[src/rtl/cpmbx_pkg.sv]
package cpmbx_pkg;
  // Word indices (byte address >> 2) of the fixed registers
  localparam int unsigned CTRL_WORD     = 0;
  localparam int unsigned TOCP_WORD     = 4;
  localparam int unsigned TOHOST_WORD   = 5;
  localparam int unsigned MSG_BASE_WORD = 64;

  // Control register bit positions
  localparam int unsigned CTRL_HOLD_BIT  = 0;
  localparam int unsigned CTRL_GATE_BIT  = 2;
  localparam int unsigned CTRL_START_BIT = 8;

  // Message header and location type codes
  localparam int unsigned HDR_RESPONSE = 2;
  localparam int unsigned LOC_TYPE_W   = 4;

  typedef enum logic [1:0] {
    SEQ_IDLE,
    SEQ_CLR_MBX,
    SEQ_CLR_GATE,
    SEQ_RELEASE
  } seq_state_e;
endpackage

[src/rtl/cpmbx_decode.sv]
module cpmbx_decode #(
  parameter int ADDR_W    = 12,
  parameter int MSG_WORDS = 16,
  localparam int IDX_W    = $clog2(MSG_WORDS)
) (
  input  logic [ADDR_W-1:0] addr,
  output logic              is_ctrl,
  output logic              is_tocp,
  output logic              is_tohost,
  output logic              is_msg,
  output logic [IDX_W-1:0]  msg_idx
);
  import cpmbx_pkg::*;

  logic [ADDR_W-1:0] waddr;
  logic [ADDR_W-1:0] rel;

  always_comb begin
    waddr     = addr >> 2;
    rel       = waddr - ADDR_W'(MSG_BASE_WORD);
    is_ctrl   = (waddr == ADDR_W'(CTRL_WORD));
    is_tocp   = (waddr == ADDR_W'(TOCP_WORD));
    is_tohost = (waddr == ADDR_W'(TOHOST_WORD));
    is_msg    = (rel < ADDR_W'(MSG_WORDS));
    msg_idx   = rel[IDX_W-1:0];
  end
endmodule

[src/rtl/cpmbx_msg_ram.sv]
module cpmbx_msg_ram #(
  parameter int DATA_W    = 32,
  parameter int MSG_WORDS = 16,
  localparam int IDX_W    = $clog2(MSG_WORDS)
) (
  input  logic                              clk,
  input  logic                              rst,
  input  logic                              a_we,
  input  logic [IDX_W-1:0]                  a_idx,
  input  logic [DATA_W-1:0]                 a_wdata,
  input  logic                              b_we,
  input  logic [IDX_W-1:0]                  b_idx,
  input  logic [DATA_W-1:0]                 b_wdata,
  output logic [MSG_WORDS-1:0][DATA_W-1:0]  words_o
);
  // Port a (host) has priority over port b (co-processor)
  for (genvar i = 0; i < MSG_WORDS; i++) begin : g_word
    always_ff @(posedge clk) begin
      if (rst)
        words_o[i] <= '0;
      else if (a_we && a_idx == IDX_W'(i))
        words_o[i] <= a_wdata;
      else if (b_we && b_idx == IDX_W'(i))
        words_o[i] <= b_wdata;
    end
  end
endmodule

[src/rtl/cpmbx_enable_seq.sv]
module cpmbx_enable_seq (
  input  logic clk,
  input  logic rst,
  input  logic start_i,
  output logic busy_o,
  output logic clr_mbx_o,
  output logic clr_gate_o,
  output logic clr_hold_o
);
  import cpmbx_pkg::*;

  seq_state_e state_q;

  always_ff @(posedge clk) begin
    if (rst) begin
      state_q <= SEQ_IDLE;
    end else begin
      unique case (state_q)
        SEQ_IDLE:     if (start_i) state_q <= SEQ_CLR_MBX;
        SEQ_CLR_MBX:  state_q <= SEQ_CLR_GATE;
        SEQ_CLR_GATE: state_q <= SEQ_RELEASE;
        SEQ_RELEASE:  state_q <= SEQ_IDLE;
        default:      state_q <= SEQ_IDLE;
      endcase
    end
  end

  always_comb begin
    busy_o     = (state_q != SEQ_IDLE);
    clr_mbx_o  = (state_q == SEQ_CLR_MBX);
    clr_gate_o = (state_q == SEQ_CLR_GATE);
    clr_hold_o = (state_q == SEQ_RELEASE);
  end
endmodule

[src/rtl/cpmbx_msg_check.sv]
module cpmbx_msg_check #(
  parameter int DATA_W = 32
) (
  input  logic [DATA_W-1:0] hdr_w,
  input  logic [DATA_W-1:0] cmd_w,
  input  logic [DATA_W-1:0] argc_w,
  input  logic [DATA_W-1:0] arg_w,
  input  logic [DATA_W-1:0] sum_w,
  output logic              sum_ok,
  output logic              loc_fatal
);
  import cpmbx_pkg::*;

  logic [DATA_W-1:0]     total;
  logic [LOC_TYPE_W-1:0] loc_type;

  always_comb begin
    total     = hdr_w + cmd_w + argc_w + arg_w;
    sum_ok    = (total == sum_w);
    loc_type  = arg_w[DATA_W-1 -: LOC_TYPE_W];
    loc_fatal = (hdr_w == DATA_W'(HDR_RESPONSE)) && (loc_type > LOC_TYPE_W'(1));
  end
endmodule

[src/rtl/cpmbx_regs.sv]
module cpmbx_regs #(
  parameter int ADDR_W    = 12,
  parameter int DATA_W    = 32,
  parameter int MSG_WORDS = 16
) (
  input  logic              clk,
  input  logic              rst,
  input  logic              h_wr,
  input  logic              h_rd,
  input  logic [ADDR_W-1:0] h_addr,
  input  logic [DATA_W-1:0] h_wdata,
  output logic [DATA_W-1:0] h_rdata,
  input  logic              c_wr,
  input  logic              c_rd,
  input  logic [ADDR_W-1:0] c_addr,
  input  logic [DATA_W-1:0] c_wdata,
  output logic [DATA_W-1:0] c_rdata,
  output logic              cp_reset,
  output logic              cp_clk_gate,
  output logic              doorbell_pending,
  output logic              cmd_checksum_ok,
  output logic              resp_loc_fatal
);
  import cpmbx_pkg::*;

  localparam int IDX_W  = $clog2(MSG_WORDS);
  localparam int NPORTS = 2;  // 0: host, 1: co-processor

  logic                             hold_q, gate_q;
  logic [DATA_W-1:0]                tocp_q, tohost_q;
  logic [MSG_WORDS-1:0][DATA_W-1:0] msg_words;
  logic                             seq_busy, clr_mbx, clr_gate, clr_hold;
  logic                             seq_start, h_ctrl_wr, c_wr_eff;

  logic [NPORTS-1:0]                p_rd;
  logic [NPORTS-1:0][ADDR_W-1:0]    p_addr;
  logic [NPORTS-1:0][DATA_W-1:0]    p_rdata;
  logic [NPORTS-1:0]                p_ctrl, p_tocp, p_tohost, p_msg;
  logic [NPORTS-1:0][IDX_W-1:0]     p_idx;

  assign p_rd   = {c_rd, h_rd};
  assign p_addr = {c_addr, h_addr};

  // Per-port decode and registered read path
  for (genvar g = 0; g < NPORTS; g++) begin : g_port
    logic [DATA_W-1:0] rd_mux;

    cpmbx_decode #(.ADDR_W(ADDR_W), .MSG_WORDS(MSG_WORDS)) u_dec (
      .addr      (p_addr[g]),
      .is_ctrl   (p_ctrl[g]),
      .is_tocp   (p_tocp[g]),
      .is_tohost (p_tohost[g]),
      .is_msg    (p_msg[g]),
      .msg_idx   (p_idx[g])
    );

    always_comb begin
      rd_mux = '0;
      if (p_ctrl[g]) begin
        rd_mux[CTRL_HOLD_BIT] = hold_q;
        rd_mux[CTRL_GATE_BIT] = gate_q;
      end else if (p_tocp[g]) begin
        rd_mux = tocp_q;
      end else if (p_tohost[g]) begin
        rd_mux = tohost_q;
      end else if (p_msg[g]) begin
        rd_mux = msg_words[p_idx[g]];
      end
    end

    always_ff @(posedge clk) begin
      if (rst)
        p_rdata[g] <= '0;
      else if (p_rd[g])
        p_rdata[g] <= rd_mux;
    end
  end

  assign h_rdata = p_rdata[0];
  assign c_rdata = p_rdata[1];

  // Write qualification
  assign c_wr_eff  = c_wr && !hold_q;
  assign h_ctrl_wr = h_wr && p_ctrl[0] && !seq_busy;
  assign seq_start = h_ctrl_wr && h_wdata[CTRL_START_BIT];

  cpmbx_enable_seq u_seq (
    .clk        (clk),
    .rst        (rst),
    .start_i    (seq_start),
    .busy_o     (seq_busy),
    .clr_mbx_o  (clr_mbx),
    .clr_gate_o (clr_gate),
    .clr_hold_o (clr_hold)
  );

  // Control register
  always_ff @(posedge clk) begin
    if (rst) begin
      hold_q <= 1'b1;
      gate_q <= 1'b1;
    end else begin
      if (h_ctrl_wr && !h_wdata[CTRL_START_BIT]) begin
        hold_q <= h_wdata[CTRL_HOLD_BIT];
        gate_q <= h_wdata[CTRL_GATE_BIT];
      end
      if (clr_gate) gate_q <= 1'b0;
      if (clr_hold) hold_q <= 1'b0;
    end
  end

  // Mailboxes: sequence clear, then host, then co-processor
  always_ff @(posedge clk) begin
    if (rst) begin
      tocp_q   <= '0;
      tohost_q <= '0;
    end else if (clr_mbx) begin
      tocp_q   <= '0;
      tohost_q <= '0;
    end else begin
      if (h_wr && p_tocp[0])          tocp_q <= h_wdata;
      else if (c_wr_eff && p_tocp[1]) tocp_q <= c_wdata;
      if (h_wr && p_tohost[0])          tohost_q <= h_wdata;
      else if (c_wr_eff && p_tohost[1]) tohost_q <= c_wdata;
    end
  end

  cpmbx_msg_ram #(.DATA_W(DATA_W), .MSG_WORDS(MSG_WORDS)) u_ram (
    .clk     (clk),
    .rst     (rst),
    .a_we    (h_wr && p_msg[0]),
    .a_idx   (p_idx[0]),
    .a_wdata (h_wdata),
    .b_we    (c_wr_eff && p_msg[1]),
    .b_idx   (p_idx[1]),
    .b_wdata (c_wdata),
    .words_o (msg_words)
  );

  cpmbx_msg_check #(.DATA_W(DATA_W)) u_chk (
    .hdr_w     (msg_words[0]),
    .cmd_w     (msg_words[1]),
    .argc_w    (msg_words[2]),
    .arg_w     (msg_words[3]),
    .sum_w     (msg_words[4]),
    .sum_ok    (cmd_checksum_ok),
    .loc_fatal (resp_loc_fatal)
  );

  assign cp_reset         = hold_q;
  assign cp_clk_gate      = gate_q;
  assign doorbell_pending = |tocp_q;
endmodule

[config.mk]
export PLATFORM = sky130hd
export DESIGN_NAME = cpmbx_regs
export DESIGN_NICKNAME = d
export VERILOG_FILES = /design/src/rtl/cpmbx_pkg.sv /design/src/rtl/cpmbx_decode.sv /design/src/rtl/cpmbx_msg_ram.sv /design/src/rtl/cpmbx_enable_seq.sv /design/src/rtl/cpmbx_msg_check.sv /design/src/rtl/cpmbx_regs.sv
export SDC_FILE = /design/constraint.sdc
export NUM_CORES = 2
export LEC_CHECK = 0
export CELL_PAD_IN_SITES_DETAIL_PLACEMENT = 1
export CELL_PAD_IN_SITES_GLOBAL_PLACEMENT = 1
export CORE_AREA = 2 2 405 407
export CTS_CLUSTER_DIAMETER = 30
export DETAILED_ROUTE_END_ITERATION = 6
export DIE_AREA = 0 0 407 409
export PLACE_DENSITY_LB_ADDON = 0.1
export SYNTH_ARGS = -nofsm -noshare
export SYNTH_HDL_FRONTEND = slang
export SYNTH_SLANG_ARGS = --single-unit
[constraint.sdc]
create_clock -name clk -period 12.9 [get_ports clk]
set_input_delay 1.935 -clock clk [delete_from_list [all_inputs] [get_ports clk]]
set_output_delay 1.935 -clock clk [all_outputs]
set_load 0.02 [all_outputs]
After elaboration in Yosys (flattened, before gate mapping)
Index checks and enable logic that the tools add are counted.
- reductions and logical operators: 75
- order comparisons: 5
- eq/ne operators: 40
- multiplexer cells: 60
- $add $sub $neg: 5
- operators by type and width (operator ; count):
    32-bit two-way mux ; 44
    32-bit binary-select mux with 4-bit select ; 2
    32-bit adder ; 3
    4-bit == test (second input constant) ; 16
    29-bit two-way mux ; 2
    1-bit logical AND ; 44
    2-bit nonzero test ; 21
    10-bit by 3-bit == test with 1-bit output (second input constant) ; 4
    32-bit by 2-bit == test with 1-bit output (second input constant) ; 1
    32-bit == test ; 1
    4-bit by 3-bit == test with 1-bit output (second input constant) ; 8
    32-bit OR reduction ; 1
    12-bit zero test ; 2
    12-bit by 5-bit < comparator with 1-bit output (second input constant) ; 2
    10-bit by 7-bit subtractor with 11-bit output (second input constant) ; 2
    4-bit by 2-bit == test with 1-bit output (second input constant) ; 4
    4-bit by 5-bit < comparator with 1-bit output (second input constant) ; 2
    1-bit two-way mux ; 10
    4-bit by 1-bit == test with 1-bit output (second input constant) ; 2
    4-bit zero test ; 2
    2-bit one-hot mux with 4 select lines ; 1
    2-bit == test (second input constant) ; 2
    4-bit by 1-bit > comparator with 1-bit output (second input constant) ; 1
    1-bit zero test ; 3
    other kinds (5) ; 5
- bits in registers: 644

Depth between registers and ports, before layout
- depth in word-level cells: 7
- depth in mapped cells: 16

By module
A second synthesis with hierarchy kept.
- cells, all modules: 5616
- area total of the unflattened synthesis: 44805.5 sq um
- by module, submodules not included (module ; cells each ; sequential area each (sq um) ; instances ; area each (sq um)):
    cpmbx_msg_ram ; 3203 ; 10249.8 ; 1 ; 25190.4
    cpmbx_regs ; 1929 ; 2602.5 ; 1 ; 15424.8
    cpmbx_msg_check ; 442 ; 0.0 ; 1 ; 3821.2
    cpmbx_decode ; 13 ; 0.0 ; 2 ; 110.1
    cpmbx_enable_seq ; 16 ; 40.0 ; 1 ; 148.9

Least setup slack after synthesis
No wires, ideal clock.
- path kind: register to output
- start point: register u_ram.words_o[1] (netlist bit)
- end point: output cmd_checksum_ok
- path slack: 6.888 ns
- arrival: 4.077 ns
- cell stages (with the launch flop): 16
- path buffers: 0
- cells stage by stage: dfxtp_1 > fa_1 > inv_1 > fa_1 > inv_1 > ha_1 > inv_1 > fa_1 > and2b_1 > o221ai_2 > a31oi_1 > xnor2_1 > or4_1 > nor4_1 > nand4_1 > a2111oi_2
- word-level cells in the longest chain between the ends: 4
- ends and longest elaborated chain (item ; RTL line ; source):
    from (decl) ; cpmbx_msg_ram.sv:14 ; output logic [MSG_WORDS-1:0][DATA_W-1:0] words_o
    from (signal, indexed assignment) ; cpmbx_msg_ram.sv:22 ; words_o[i] <= a_wdata;
    from (signal, indexed assignment) ; cpmbx_msg_ram.sv:24 ; words_o[i] <= b_wdata;
    32-bit adder (3 in series) ; cpmbx_msg_check.sv:18 ; total = hdr_w + cmd_w + argc_w + arg_w;
    32-bit == test ; cpmbx_msg_check.sv:19 ; sum_ok = (total == sum_w);
    to (decl) ; cpmbx_regs.sv:21 ; output logic cmd_checksum_ok,
Every way passes these cells.

Worst setup path after layout
Same ends and word-level chain as after synthesis.

==> metrics.txt <==
via count 33947; WP buf/inv 5; worst path arrival time 6.33 ns; Avg Cell Area, Syn about 10 µm²; Worst VDD drop 0.119 mV; ANT nets after route 0; critical path's top delay family compound AO/OA/AOI/OAI gates; top-count cell post-synth nor2_1; largest net degree at the start of global routing approximately 160; Hold Fails Final Rpt 0; crit start category register; RSZ-0062 raised after global routing no; Root Driver clkbuf_16; Tightest Pin Transition around 1.2 ns; # DRC 1; vias per cell 5.42; vias in the first global route between 30000 and 40000; Hold Crit Class reg2reg; f_max 121 MHz; WS Path Type reg2out; Initial DRC Count 1997; Fill cells about 18000; chip height a little over 400 µm; post-CTS setup buffer count 0; Tcrit/Tclk final 64.1%; cts hold-fix bufs 0; Rows 148; Post-CTS Resized 0; synthesized area ~40000 µm²; switching power 1.88 mW; setup TNS 0 ns; Final min period 8.26 ns; Worst path slowest cell clkdlybuf4s50_1; Final Slew Violations 0; Int Pwr 5.67 mW; GRT Util Overall a little under a quarter; Post-DP Area 43400 µm²; Gate Count Post-Synth ~3900; worst stage delay on the critical path roughly 0.62 ns; Yosys warning count 0; final net count 4092; CTS tree yes; crit end category primary output; Comb pwr share 5.1%; sequential element share of the synthesized area 31.9%; critical path fanouts, max 7; die width approximately 410 µm; status finished with violations; Placed Cells 5848; layout cell share with drive strength beyond 1 a little over 20%; Max transition margin between 20% and 30%; GR Util met1 a little under a third; Sequential Power Share 26.8%; Multi-input gate area 25500 µm²; post-synth top area share 31.9%; synth cell count leaders nor2_1, dfxtp_1, a211oi_1; # port buffers 158; global routing usage on met3 under 10%; clk slew on worst S/H paths roughly 0.04 ns; initial antenna violation count 14; core area 162000 µm²; number of synthesized flops with an enable pin 0; clock skew ~0.048 ns; clk_lat worst skew ~0.85 ns; Req. time, crit path 10.97 ns; Num Clock Sinks about 640; leakage power between 15 and 20 nW; asr flop ratio synth 0%; Register Area 12900 µm²; routed len/inst 30.3 µm; IO Count roughly 160; synthesized flop and latch total 644; total grt overflow 0; Net Sw Frac 24.9%; number of max-cap violations 0; main flop type after synthesis dfxtp_1; first-pass GRT wire length between 200000 and 300000 µm; CTS Buf Count roughly 230; power share of the clock group between 60% and 70%; # H-tree levels 4; post-synthesis cell type count 73; DIE AREA 166000 µm²; drt pass-1 iters 7; Final Cell Area between 50000 and 60000 µm²; largest area contributor in the netlist dfxtp_1; Clock Path Buffers 3; Initial Util 24.9%; CP Cell Sequence fa_1, inv_1, fa_1, inv_1, ha_1, inv_1, fa_1, and2b_1, o221ai_2, a21oi_1, o21ai_1, o21ai_0, o311ai_0, o31ai_1, nand4_1, a2111oi_2, buf_4, clkdlybuf4s50_1; GPL Wtd Cong 0.800; failing checks design-rule violations; ranking of synthesized cells by area dfxtp_1, mux4_2, mux2i_1; DPL Wire Length 114000 µm; Post-Layout Cell Count 6260; syn_nets 4138; global routing's busiest layer met2; Final setup viols 0; met2 GRT Util 35.7%; P&R area growth vs syn 25.6%; Cell Pwr Density 149 nW/µm²; WL final approximately 190000 µm
cell type report:
| cell class | count | share of cell area [%] |
|---|---|---|
| Antenna cell | 3 | 0.0148 |
| Clock buffer | 333 | 13.1 |
| Clock inverter | 76 | 1.36 |
| Inverter | 31 | 0.229 |
| Multi-Input combinational cell | 2780 | 50.3 |
| Sequential cell | 644 | 25.4 |
| Tap cell | 2175 | 5.36 |
| Timing Repair Buffer | 218 | 4.13 |
state kept, by name, summed over array words and instances (netlist names):
name / count
u_ram.words_o: 512
c_rdata: 32
h_rdata: 32
tocp_q: 32
tohost_q: 32
u_seq.state_q: 2
cp_clk_gate: 1
cp_reset: 1
worst reg2reg max path, cell delays in order, from the launching register on:
cell      delay, ns
dfxtp_1        0.36
nor2b_1        0.89
nand2_4        0.10
nor3_1         0.58
nand2_2        0.60
buf_4          0.49
mux2i_1        0.25
a211oi_1       0.26
layout by cell type (no fill, tap or decap), drive strengths merged, types with 4 or more instances in the layout:
cell type	count
nor2	683
dfxtp	644
a211oi	615
mux2i	583
clkbuf	335
mux4	320
clkdlybuf4s50	147
clkinv	73
buf	69
nand2	64
fa	62
nor3	46
a21oi	42
ha	36
mux2	34
a221oi	32
inv	32
o21ai	31
a222oi	30
xor2	23
xnor2	22
nor4	22
nand3	17
nand4	16
nor2b	8
nand2b	7
o21a	6
nor3b	5
o31ai	5
a31oi	5
o21bai	4
o211ai	4
or2	4
and3	4
final timing paths:
kind,from,to,slack (ns),cells after the start
worst min-delay path,c_rdata[2],c_rdata[2],0.48,2
worst max register to register,cp_reset,u_ram.words_o[140],9.25,7
worst min register to register,c_rdata[2],c_rdata[2],0.48,2
worst max-delay path,u_ram.words_o[1],cmd_checksum_ok,4.64,18
power groups by stage:
| stage | Clock, mW | Sequential (mW) | Combinational (mW) |
|---|---|---|---|
| detailed placement | 0 | 2.05 | 0.388 |
| global route | 5.36 | 2.02 | 0.404 |
| finish | 5.15 | 2.02 | 0.382 |
| CTS | 5.23 | 2.02 | 0.389 |
| floorplan | 0 | 2.06 | 0.207 |
| global placement | 0 | 2.05 | 0.388 |
cell families after synthesis:
group	count (synthesis)	synth area share (%)
DFF	644	31.9
muxes	937	33.2
buffers and inverters	522	5.40
AOI/OAI and AO/OA	805	14.9
and+or+nand+nor	895	9.33
adders and majority gates	98	4.19
xor gates and xnor gates	45	0.976
stage by stage:
step	hold WS (ns)	util [%]	total power, mW	setup slack (ns)
after floorplan	0.518	-	2.27	6.89
after global placement	0.473	26.8	2.44	5.42
after detailed placement	0.474	26.8	2.44	5.44
after CTS	0.486	31.3	7.64	4.51
after global routing	0.501	31.3	7.78	4.21
final	0.479	31.3	7.55	4.64
layer usage:
metal	wire [µm]	vias up
li1	-	15053
met1	90600	17855
met2	86800	765
met3	7820	264
met4	4440	10
met5	74	-
No activity file was read; power rests on OpenSTA's default activity.
